<file path="src/rtl/dphy_seq_pkg.sv">
package dphy_seq_pkg;

    localparam int DW          = 8;
    localparam int CLK_STEPS   = 5;
    localparam int DAT_STEPS   = 7;
    localparam int CFG_STEPS   = 6;

    localparam logic [DW-1:0] CLK_BASE   = 8'h10;
    localparam logic [DW-1:0] DAT_BASE   = 8'h20;
    localparam logic [DW-1:0] DAT_STRIDE = 8'h10;
    localparam logic [DW-1:0] CFG_BASE   = 8'h60;
    localparam logic [DW-1:0] TA_GO_VAL  = 8'd3;
    localparam logic [DW-1:0] TA_GET_VAL = 8'd4;
    localparam logic [2:0]    PLL5_TAG   = 3'd5;

    typedef enum logic [1:0] {G_CLK, G_DAT, G_CFG} grp_e;

    typedef struct packed {
        logic [DW-1:0] lpx;
        logic [DW-1:0] clk_prep;
        logic [DW-1:0] clk_zero;
        logic [DW-1:0] clk_trail;
        logic [DW-1:0] wake;
        logic [DW-1:0] dat_prep;
        logic [DW-1:0] dat_zero;
        logic [DW-1:0] dat_trail;
        logic [2:0]    hstx_sel;
        logic          div5f;
        logic          div1f;
        logic [2:0]    fbd2p;
        logic          enbwt;
        logic [DW-1:0] fbdp;
        logic [DW-1:0] fbds;
        logic          prediv1p;
        logic [6:0]    prep;
        logic          vco750;
        logic [1:0]    lpfrs;
        logic [1:0]    lpfcs;
    } dphy_cfg_t;

    function automatic logic [DW-1:0] sat_byte(input logic [15:0] v);
        return (v > 16'h00FF) ? 8'hFF : v[7:0];
    endfunction

    function automatic logic [2:0] last_step(input grp_e g);
        case (g)
            G_CLK:   return 3'(CLK_STEPS - 1);
            G_DAT:   return 3'(DAT_STEPS - 1);
            default: return 3'(CFG_STEPS - 1);
        endcase
    endfunction

    function automatic logic [DW-1:0] step_addr(input grp_e g, input logic [DW-1:0] lane,
                                                input logic [2:0] k);
        case (g)
            G_CLK:   return CLK_BASE + 8'(k);
            G_DAT:   return DAT_BASE + lane * DAT_STRIDE + 8'(k);
            default: return CFG_BASE + 8'(k);
        endcase
    endfunction

    function automatic logic [DW-1:0] step_data(input grp_e g, input logic [2:0] k,
                                                input dphy_cfg_t c);
        logic [DW-1:0] r;
        r = '0;
        case (g)
            G_CLK: case (k)
                3'd0:    r = c.lpx;
                3'd1:    r = c.clk_prep;
                3'd2:    r = c.clk_zero;
                3'd3:    r = c.clk_trail;
                default: r = c.wake;
            endcase
            G_DAT: case (k)
                3'd0:    r = c.lpx;
                3'd1:    r = c.dat_prep;
                3'd2:    r = c.dat_zero;
                3'd3:    r = c.dat_trail;
                3'd4:    r = TA_GO_VAL;
                3'd5:    r = TA_GET_VAL;
                default: r = c.wake;
            endcase
            default: case (k)
                3'd0:    r = {5'b0, c.hstx_sel};
                3'd1:    r = {2'b0, c.div5f, c.div1f, c.fbd2p, c.enbwt};
                3'd2:    r = c.fbdp;
                3'd3:    r = c.fbds;
                3'd4:    r = {c.prediv1p, c.prep};
                default: r = {PLL5_TAG, c.vco750, c.lpfrs, c.lpfcs};
            endcase
        endcase
        return r;
    endfunction

endpackage

</file>
<file path="src/rtl/dphy_wr_sched.sv">
module dphy_wr_sched
    import dphy_seq_pkg::*;
#(
    parameter int MAX_LANES = 4,
    localparam int LANE_W   = $clog2(MAX_LANES + 1),
    localparam int LIDX_W   = (MAX_LANES > 1) ? $clog2(MAX_LANES) : 1
) (
    input  logic              clk,
    input  logic              rst,
    input  logic              go,
    input  logic [LANE_W-1:0] lanes,
    input  dphy_cfg_t         cfg,
    input  logic              wr_done,
    output logic              wr_req,
    output logic [DW-1:0]     wr_addr,
    output logic [DW-1:0]     wr_data,
    output logic              all_done
);

    logic              active;
    grp_e              grp;
    logic [LIDX_W-1:0] lane;
    logic [2:0]        k;

    always_ff @(posedge clk) begin
        if (rst) begin
            active   <= 1'b0;
            grp      <= G_CLK;
            lane     <= '0;
            k        <= '0;
            all_done <= 1'b0;
        end else begin
            all_done <= 1'b0;
            if (go) begin
                active <= 1'b1;
                grp    <= G_CLK;
                lane   <= '0;
                k      <= '0;
            end else if (active && wr_done) begin
                if (k == last_step(grp)) begin
                    k <= '0;
                    case (grp)
                        G_CLK: grp <= G_DAT;
                        G_DAT: begin
                            if (LANE_W'(lane) == lanes - LANE_W'(1)) begin
                                lane <= '0;
                                grp  <= G_CFG;
                            end else begin
                                lane <= lane + 1'b1;
                            end
                        end
                        default: begin
                            active   <= 1'b0;
                            all_done <= 1'b1;
                        end
                    endcase
                end else begin
                    k <= k + 3'd1;
                end
            end
        end
    end

    assign wr_req  = active;
    assign wr_addr = step_addr(grp, DW'(lane), k);
    assign wr_data = step_data(grp, k, cfg);

endmodule

</file>
<file path="src/rtl/dphy_pwr_ctrl.sv">
module dphy_pwr_ctrl #(
    parameter int SETTLE_CYC = 8,
    parameter int LONG_CYC   = 64,
    parameter int POLL_GAP   = 16,
    parameter int POLL_MAX   = 100,
    localparam int MAXD      = (SETTLE_CYC > LONG_CYC)
                               ? ((SETTLE_CYC > POLL_GAP) ? SETTLE_CYC : POLL_GAP)
                               : ((LONG_CYC > POLL_GAP) ? LONG_CYC : POLL_GAP),
    localparam int CW        = $clog2(MAXD + 1),
    localparam int PW        = (POLL_MAX > 1) ? $clog2(POLL_MAX) : 1
) (
    input  logic clk,
    input  logic rst,
    input  logic clear,
    input  logic go,
    input  logic stat_ok,
    output logic enclk,
    output logic shdn_n,
    output logic rst_n,
    output logic ready,
    output logic timeout
);

    typedef enum logic [2:0] {P_IDLE, P_W_EN, P_W_SD, P_W_RST, P_POLL, P_GAP, P_END} pst_e;

    pst_e          st;
    logic [CW-1:0] cnt;
    logic [PW-1:0] polls;

    always_ff @(posedge clk) begin
        if (rst || clear) begin
            st      <= P_IDLE;
            cnt     <= '0;
            polls   <= '0;
            enclk   <= 1'b0;
            shdn_n  <= 1'b0;
            rst_n   <= 1'b0;
            ready   <= 1'b0;
            timeout <= 1'b0;
        end else begin
            case (st)
                P_IDLE: if (go) begin
                    enclk <= 1'b1;
                    cnt   <= CW'(SETTLE_CYC - 1);
                    polls <= '0;
                    st    <= P_W_EN;
                end
                P_W_EN: if (cnt == '0) begin
                    shdn_n <= 1'b1;
                    cnt    <= CW'(SETTLE_CYC - 1);
                    st     <= P_W_SD;
                end else cnt <= cnt - 1'b1;
                P_W_SD: if (cnt == '0) begin
                    rst_n <= 1'b1;
                    cnt   <= CW'(LONG_CYC - 1);
                    st    <= P_W_RST;
                end else cnt <= cnt - 1'b1;
                P_W_RST: if (cnt == '0) st <= P_POLL;
                         else cnt <= cnt - 1'b1;
                P_POLL: begin
                    if (stat_ok) begin
                        ready <= 1'b1;
                        st    <= P_END;
                    end else if (polls == PW'(POLL_MAX - 1)) begin
                        timeout <= 1'b1;
                        st      <= P_END;
                    end else begin
                        polls <= polls + 1'b1;
                        cnt   <= CW'(POLL_GAP - 1);
                        st    <= P_GAP;
                    end
                end
                P_GAP: if (cnt == '0) st <= P_POLL;
                       else cnt <= cnt - 1'b1;
                default: st <= P_END;
            endcase
        end
    end

endmodule

</file>
<file path="src/rtl/dphy_bringup_seq.sv">
module dphy_bringup_seq
    import dphy_seq_pkg::*;
#(
    parameter int MAX_LANES  = 4,
    parameter int SETTLE_CYC = 8,
    parameter int LONG_CYC   = 64,
    parameter int POLL_GAP   = 16,
    parameter int POLL_MAX   = 100,
    localparam int LANE_W    = $clog2(MAX_LANES + 1)
) (
    input  logic              clk,
    input  logic              rst,
    input  logic              start,
    input  logic [LANE_W-1:0] lane_cnt,
    input  logic [7:0]        clk_lpx,
    input  logic [7:0]        clk_hs_prep,
    input  logic [7:0]        clk_hs_zero,
    input  logic [7:0]        clk_hs_trail,
    input  logic [15:0]       wakeup,
    input  logic [7:0]        dat_hs_prep,
    input  logic [7:0]        dat_hs_zero,
    input  logic [7:0]        dat_hs_trail,
    input  logic [2:0]        hstx_sel,
    input  logic              pll_div5f,
    input  logic              pll_div1f,
    input  logic [2:0]        pll_fbd2p,
    input  logic              pll_enbwt,
    input  logic [7:0]        pll_fbdp,
    input  logic [7:0]        pll_fbds,
    input  logic              pll_prediv1p,
    input  logic [6:0]        pll_prep,
    input  logic              pll_vco750,
    input  logic [1:0]        pll_lpfrs,
    input  logic [1:0]        pll_lpfcs,
    output logic              wr_req,
    output logic [7:0]        wr_addr,
    output logic [7:0]        wr_data,
    input  logic              wr_done,
    output logic              tp_clear,
    input  logic              phy_pll_lock,
    input  logic              phy_clk_stop,
    output logic              phy_enclk,
    output logic              phy_shutdn_n,
    output logic              phy_rst_n,
    output logic              ready,
    output logic              timeout,
    output logic              lane_err
);

    typedef enum logic [1:0] {T_IDLE, T_CLEAR, T_WRITE, T_POWER} top_e;

    top_e              phase;
    dphy_cfg_t         cfg_in, cfg_q;
    logic [LANE_W-1:0] lanes_q;
    logic              lanes_ok, accept, wr_all_done, pwr_go, pwr_clr;

    always_comb begin
        cfg_in           = '0;
        cfg_in.lpx       = clk_lpx;
        cfg_in.clk_prep  = clk_hs_prep;
        cfg_in.clk_zero  = clk_hs_zero;
        cfg_in.clk_trail = clk_hs_trail;
        cfg_in.wake      = sat_byte(wakeup);
        cfg_in.dat_prep  = dat_hs_prep;
        cfg_in.dat_zero  = dat_hs_zero;
        cfg_in.dat_trail = dat_hs_trail;
        cfg_in.hstx_sel  = hstx_sel;
        cfg_in.div5f     = pll_div5f;
        cfg_in.div1f     = pll_div1f;
        cfg_in.fbd2p     = pll_fbd2p;
        cfg_in.enbwt     = pll_enbwt;
        cfg_in.fbdp      = pll_fbdp;
        cfg_in.fbds      = pll_fbds;
        cfg_in.prediv1p  = pll_prediv1p;
        cfg_in.prep      = pll_prep;
        cfg_in.vco750    = pll_vco750;
        cfg_in.lpfrs     = pll_lpfrs;
        cfg_in.lpfcs     = pll_lpfcs;
    end

    assign lanes_ok = (lane_cnt != '0) && (lane_cnt <= LANE_W'(MAX_LANES));
    assign accept   = (phase == T_IDLE) && start;
    assign pwr_clr  = accept;
    assign pwr_go   = (phase == T_WRITE) && wr_all_done;

    always_ff @(posedge clk) begin
        if (rst) begin
            phase    <= T_IDLE;
            cfg_q    <= '0;
            lanes_q  <= '0;
            tp_clear <= 1'b0;
            lane_err <= 1'b0;
        end else begin
            tp_clear <= 1'b0;
            case (phase)
                T_IDLE: if (start) begin
                    if (lanes_ok) begin
                        lane_err <= 1'b0;
                        cfg_q    <= cfg_in;
                        lanes_q  <= lane_cnt;
                        tp_clear <= 1'b1;
                        phase    <= T_CLEAR;
                    end else begin
                        lane_err <= 1'b1;
                    end
                end
                T_CLEAR: phase <= T_WRITE;
                T_WRITE: if (wr_all_done) phase <= T_POWER;
                default: if (ready || timeout) phase <= T_IDLE;
            endcase
        end
    end

    dphy_wr_sched #(.MAX_LANES(MAX_LANES)) u_sched (
        .clk      (clk),
        .rst      (rst),
        .go       (phase == T_CLEAR),
        .lanes    (lanes_q),
        .cfg      (cfg_q),
        .wr_done  (wr_done),
        .wr_req   (wr_req),
        .wr_addr  (wr_addr),
        .wr_data  (wr_data),
        .all_done (wr_all_done)
    );

    dphy_pwr_ctrl #(
        .SETTLE_CYC (SETTLE_CYC),
        .LONG_CYC   (LONG_CYC),
        .POLL_GAP   (POLL_GAP),
        .POLL_MAX   (POLL_MAX)
    ) u_pwr (
        .clk     (clk),
        .rst     (rst),
        .clear   (pwr_clr),
        .go      (pwr_go),
        .stat_ok (phy_pll_lock | phy_clk_stop),
        .enclk   (phy_enclk),
        .shdn_n  (phy_shutdn_n),
        .rst_n   (phy_rst_n),
        .ready   (ready),
        .timeout (timeout)
    );

endmodule

</file>
<file path="config.mk">
export PLATFORM = sky130hd
export DESIGN_NAME = dphy_bringup_seq
export DESIGN_NICKNAME = d
export VERILOG_FILES = /design/src/rtl/dphy_seq_pkg.sv /design/src/rtl/dphy_wr_sched.sv /design/src/rtl/dphy_pwr_ctrl.sv /design/src/rtl/dphy_bringup_seq.sv
export SDC_FILE = /design/constraint.sdc
export NUM_CORES = 1
export LEC_CHECK = 0
export BUFFER_PORTS_ARGS = -buffer_cell sky130_fd_sc_hd__clkbuf_2
export CORE_UTILIZATION = 55
export CTS_BUF_LIST = sky130_fd_sc_hd__clkbuf_2 sky130_fd_sc_hd__clkbuf_4 sky130_fd_sc_hd__clkbuf_8
export CTS_CLUSTER_DIAMETER = 150
export DETAILED_ROUTE_END_ITERATION = 8
export PLACE_DENSITY = 0.81
export SYNTH_ARGS = -nofsm -noshare
export SYNTH_HDL_FRONTEND = slang
export SYNTH_SLANG_ARGS = --single-unit
</file>
<file path="constraint.sdc">
create_clock -name clk -period 6.6 [get_ports clk]
set_clock_uncertainty 0.1 [all_clocks]
set_input_delay 0.33 -clock clk [delete_from_list [all_inputs] [get_ports clk]]
set_output_delay 0.33 -clock clk [all_outputs]
set_load 0.005 [all_outputs]
</file>
==> out/summary.txt <==
Starting Density: 0.566
Worst Tran Pin Value: 1060 ps
Cells after synthesis: 846
Post-Synth Adder-Cell Area: 0.0251
Clock sinks: 140
Placed cells: 1,074
Yosys cell types: 70
Remaining routing DRC violations: 0
Final setup viols: 0
Highest Clock Rate: 0.263 GHz
Mux contribution to synthesized area: 0.00463
Die area: 0.0122 mm^2
Internal: 1.29 mW
Worst path cell trace: clkinv_1 > ha_1 > nor3_1 > o21bai_1 > o2111ai_1 > a211o_1 > clkbuf_2
Pin count of the biggest net entering global routing: 107
Crit path max fanout: 22
DR vias/cell: 5.68
Post-cts sizing count: 0
CP peak stage delay: 730 ps
Synth top area cells: dfxtp_1 (43%), nand2_1 (13%), a21oi_1 (10%), ha_1 (2.5%), a22oi_1 (2.4%)
Total GRT Usage: 0.290
Gr ovfl total: 0
Port bufs: 140
Setup TNS: 0 ps
CP max stage cell: ha_1
Post-synth ARST share: 0
Arr. time, crit path: 3380 ps
Root Buffer Master: clkbuf_8
Max_slew headroom: 0.290
CTS H-tree lvls: 4
Max_cap viols: 0
Post-Synth Simple-Gate Area: 0.231
# fillers: 961
Postcts setup bufs: 0
Pre-antenna DRT Iters: 6
Sequential area share after synthesis: 0.432
Largest family of logic cells by synthesized area: compound AO/OA/AOI/OAI gates
EDFF count, synth: 0
Tcrit/Tclk final: 0.577
Max Slew Vio Count: 0
FP Rows: 39
CTS buffer count: 17
Commonest non-fill, non-tap cell in the layout: nand2_1
Top cell type's share of synthesized area: 0.432
ANT nets after route: 0
Post-Layout Cell Count: 1,151
First-pass GRT wire length: 28,700 um
CTS clk-pin slew, worst paths: 80 ps
Syn-to-layout area delta: 22.9%
Share of cells above drive strength 1: 0.189
Leakage power: 3.07 nW
I/O pin cnt: 143
Clock share of power: 0.339
RSZ-0062 raised after global routing: no
Placed Area: 0.00717 mm^2
Sw Share: 0.299
Combinational share of power: 0.149
Startpoint types: flop
Wirelength per Cell: 15.5 um
Vias: 6,541
Required @ worst endpoint: 6170 ps
GPL Wtd Cong: 0.898
Vias in the first global route: 5,967
Die span in x: 111 um
Delay-heaviest family, CP: compound AO/OA/AOI/OAI gates
Avg Cell Area, Syn: 7.67 um^2
Core Area: 0.0115 mm^2
Xor-xnor portion of the synthesized cell area: 0.0135
Max Buffers Root-to-Sink: 2
VDD IR max: 0.000184 V
Final Hold Violating Endpoints: 0
Synth Register Bits: 140
Nets@finish: 1,127
Setup WS post-layout: 2790 ps
DIE HEIGHT: 111 um
Area leader, netlist: dfxtp_1
Reg power frac: 0.513
Diodes inserted: 0
Routed WL: 17,900 um
Top FF cell, synth: dfxtp_1
DRT iter0 DRCs: 597
Commonest cells after routing, fill and taps aside: nand2_1 (229), dfxtp_1 (140), clkbuf_2 (139)
Hold Slack: 8.59 ps
CTS tree: built
Netlist Area Pre-Place: 0.00649 mm^2
CP bufs+invs: 2
Worst hold path class: in -> reg
Outcome: finished clean
Initial antenna violation count: 0
P per Cell Area: 230 mW/mm^2
Critical Path End Type: output pin
Minimum clock period: 3810 ps
Synth Area in Compound Gates: 0.242
Worst skew pair latency: 440 ps
Fin area: 0.00797 mm^2
DP HPWL: 12,100 um
Synth warnings: 0
Pre-CTS setup slack: 3340 ps
CP Class: reg -> out
P_sw: 549 uW
-- Yosys cell counts (all sizes together) (3+ instances only) --
cell     number
nor3b         3
inv          20
dfxtp       140
nand2       229
a22oi        21
a222oi        3
a32oi         8
a32o          3
or3           5
nor3         25
nor4          5
o211ai       14
nand3        18
ha           13
a211oi        3
o21ai        20
a221o         3
o221ai        3
nand4         7
buf          21
xnor2         9
clkbuf       39
a31oi         6
nor2         39
a21oi       134
nand2b        3
and2          4
o2111ai       3
a221oi        4
mux2i         3
-- power groups by stage --
stage | combinational (mW) | sequential, mW | clock [mW]
3_3_place_gp | 0.245 | 0.960 | 0
6_report | 0.273 | 0.941 | 0.622
5_1_grt | 0.305 | 0.946 | 0.666
2_1_floorplan | 0.172 | 0.942 | 0
3_5_place_dp | 0.249 | 0.959 | 0
4_1_cts | 0.271 | 0.940 | 0.626
-- stage by stage --
step / power (mW) / util
6_report: 1.84 / 0.695
3_3_place_gp: 1.20 / 0.625
3_5_place_dp: 1.21 / 0.625
4_1_cts: 1.84 / 0.695
5_1_grt: 1.92 / 0.695
2_1_floorplan: 1.11 / -
-- worst paths after layout --
path	slack [ps]	to	cells after the start	from
max	2790	wr_data[5]	7	u_sched.k[1]$_SDFFE_PP0P_
min reg2reg	350	u_pwr.enclk$_SDFFE_PP0P_	2	u_pwr.enclk$_SDFFE_PP0P_
min	9	cfg_q[5]$_SDFFE_PP0P_	3	pll_prep[0]
max reg2reg	4230	phase[0]$_SDFFE_PP0P_	8	phase[0]$_SDFFE_PP0P_
-- repair_timing --
item                                   in CTS  in global routing
setup endpoints to repair                   0                  0
hold buffers                               45                  0
endpoints found under the hold margin      45                  0
-- layout make-up --
type | count | area, um^2 | share of cell area
well taps | 143 | 179 | 0.0224
repair buffers | 189 | 1180 | 0.148
flip-flops and latches | 140 | 2800 | 0.352
inverters | 22 | 82.6 | 0.0104
clock inverters | 12 | 93.8 | 0.0118
multi-input cells | 625 | 3370 | 0.423
clock buffers | 20 | 256 | 0.0322
-- per-layer routing --
layer | track usage | vias to the layer above | wire (um)
li1 | - | 3254 | -
met1 | 0.364 | 3024 | 7720
met2 | 0.493 | 238 | 8650
met5 | 0 | - | 0
met4 | 0.100 | 0 | 318
met3 | 0.0609 | 25 | 1180
-- kinds of logic after synthesis --
family                     count (synthesis)
AOI/OAI and AO/OA                        248
xor gates and xnor gates                  10
adders and majority gates                 13
buffers and inverters                     82
DFF                                      140
muxes                                      3
other                                      1
and+or+nand+nor                          349
-- state kept, by name (all words and copies together) (netlist names), 2 cells and up --
signal        count
cfg_q           102
u_sched.k         3
u_sched.grp       2
u_pwr.cnt         7
u_pwr.st          3
u_pwr.polls       7
phase             2
lanes_q           3
u_sched.lane      2
-- worst min-delay path, cell delays in order --
cell	delay, ps
clkbuf_2	80
nand2_1	50
a21oi_1	50
Note: power is estimated with default switching activity, not from simulation.
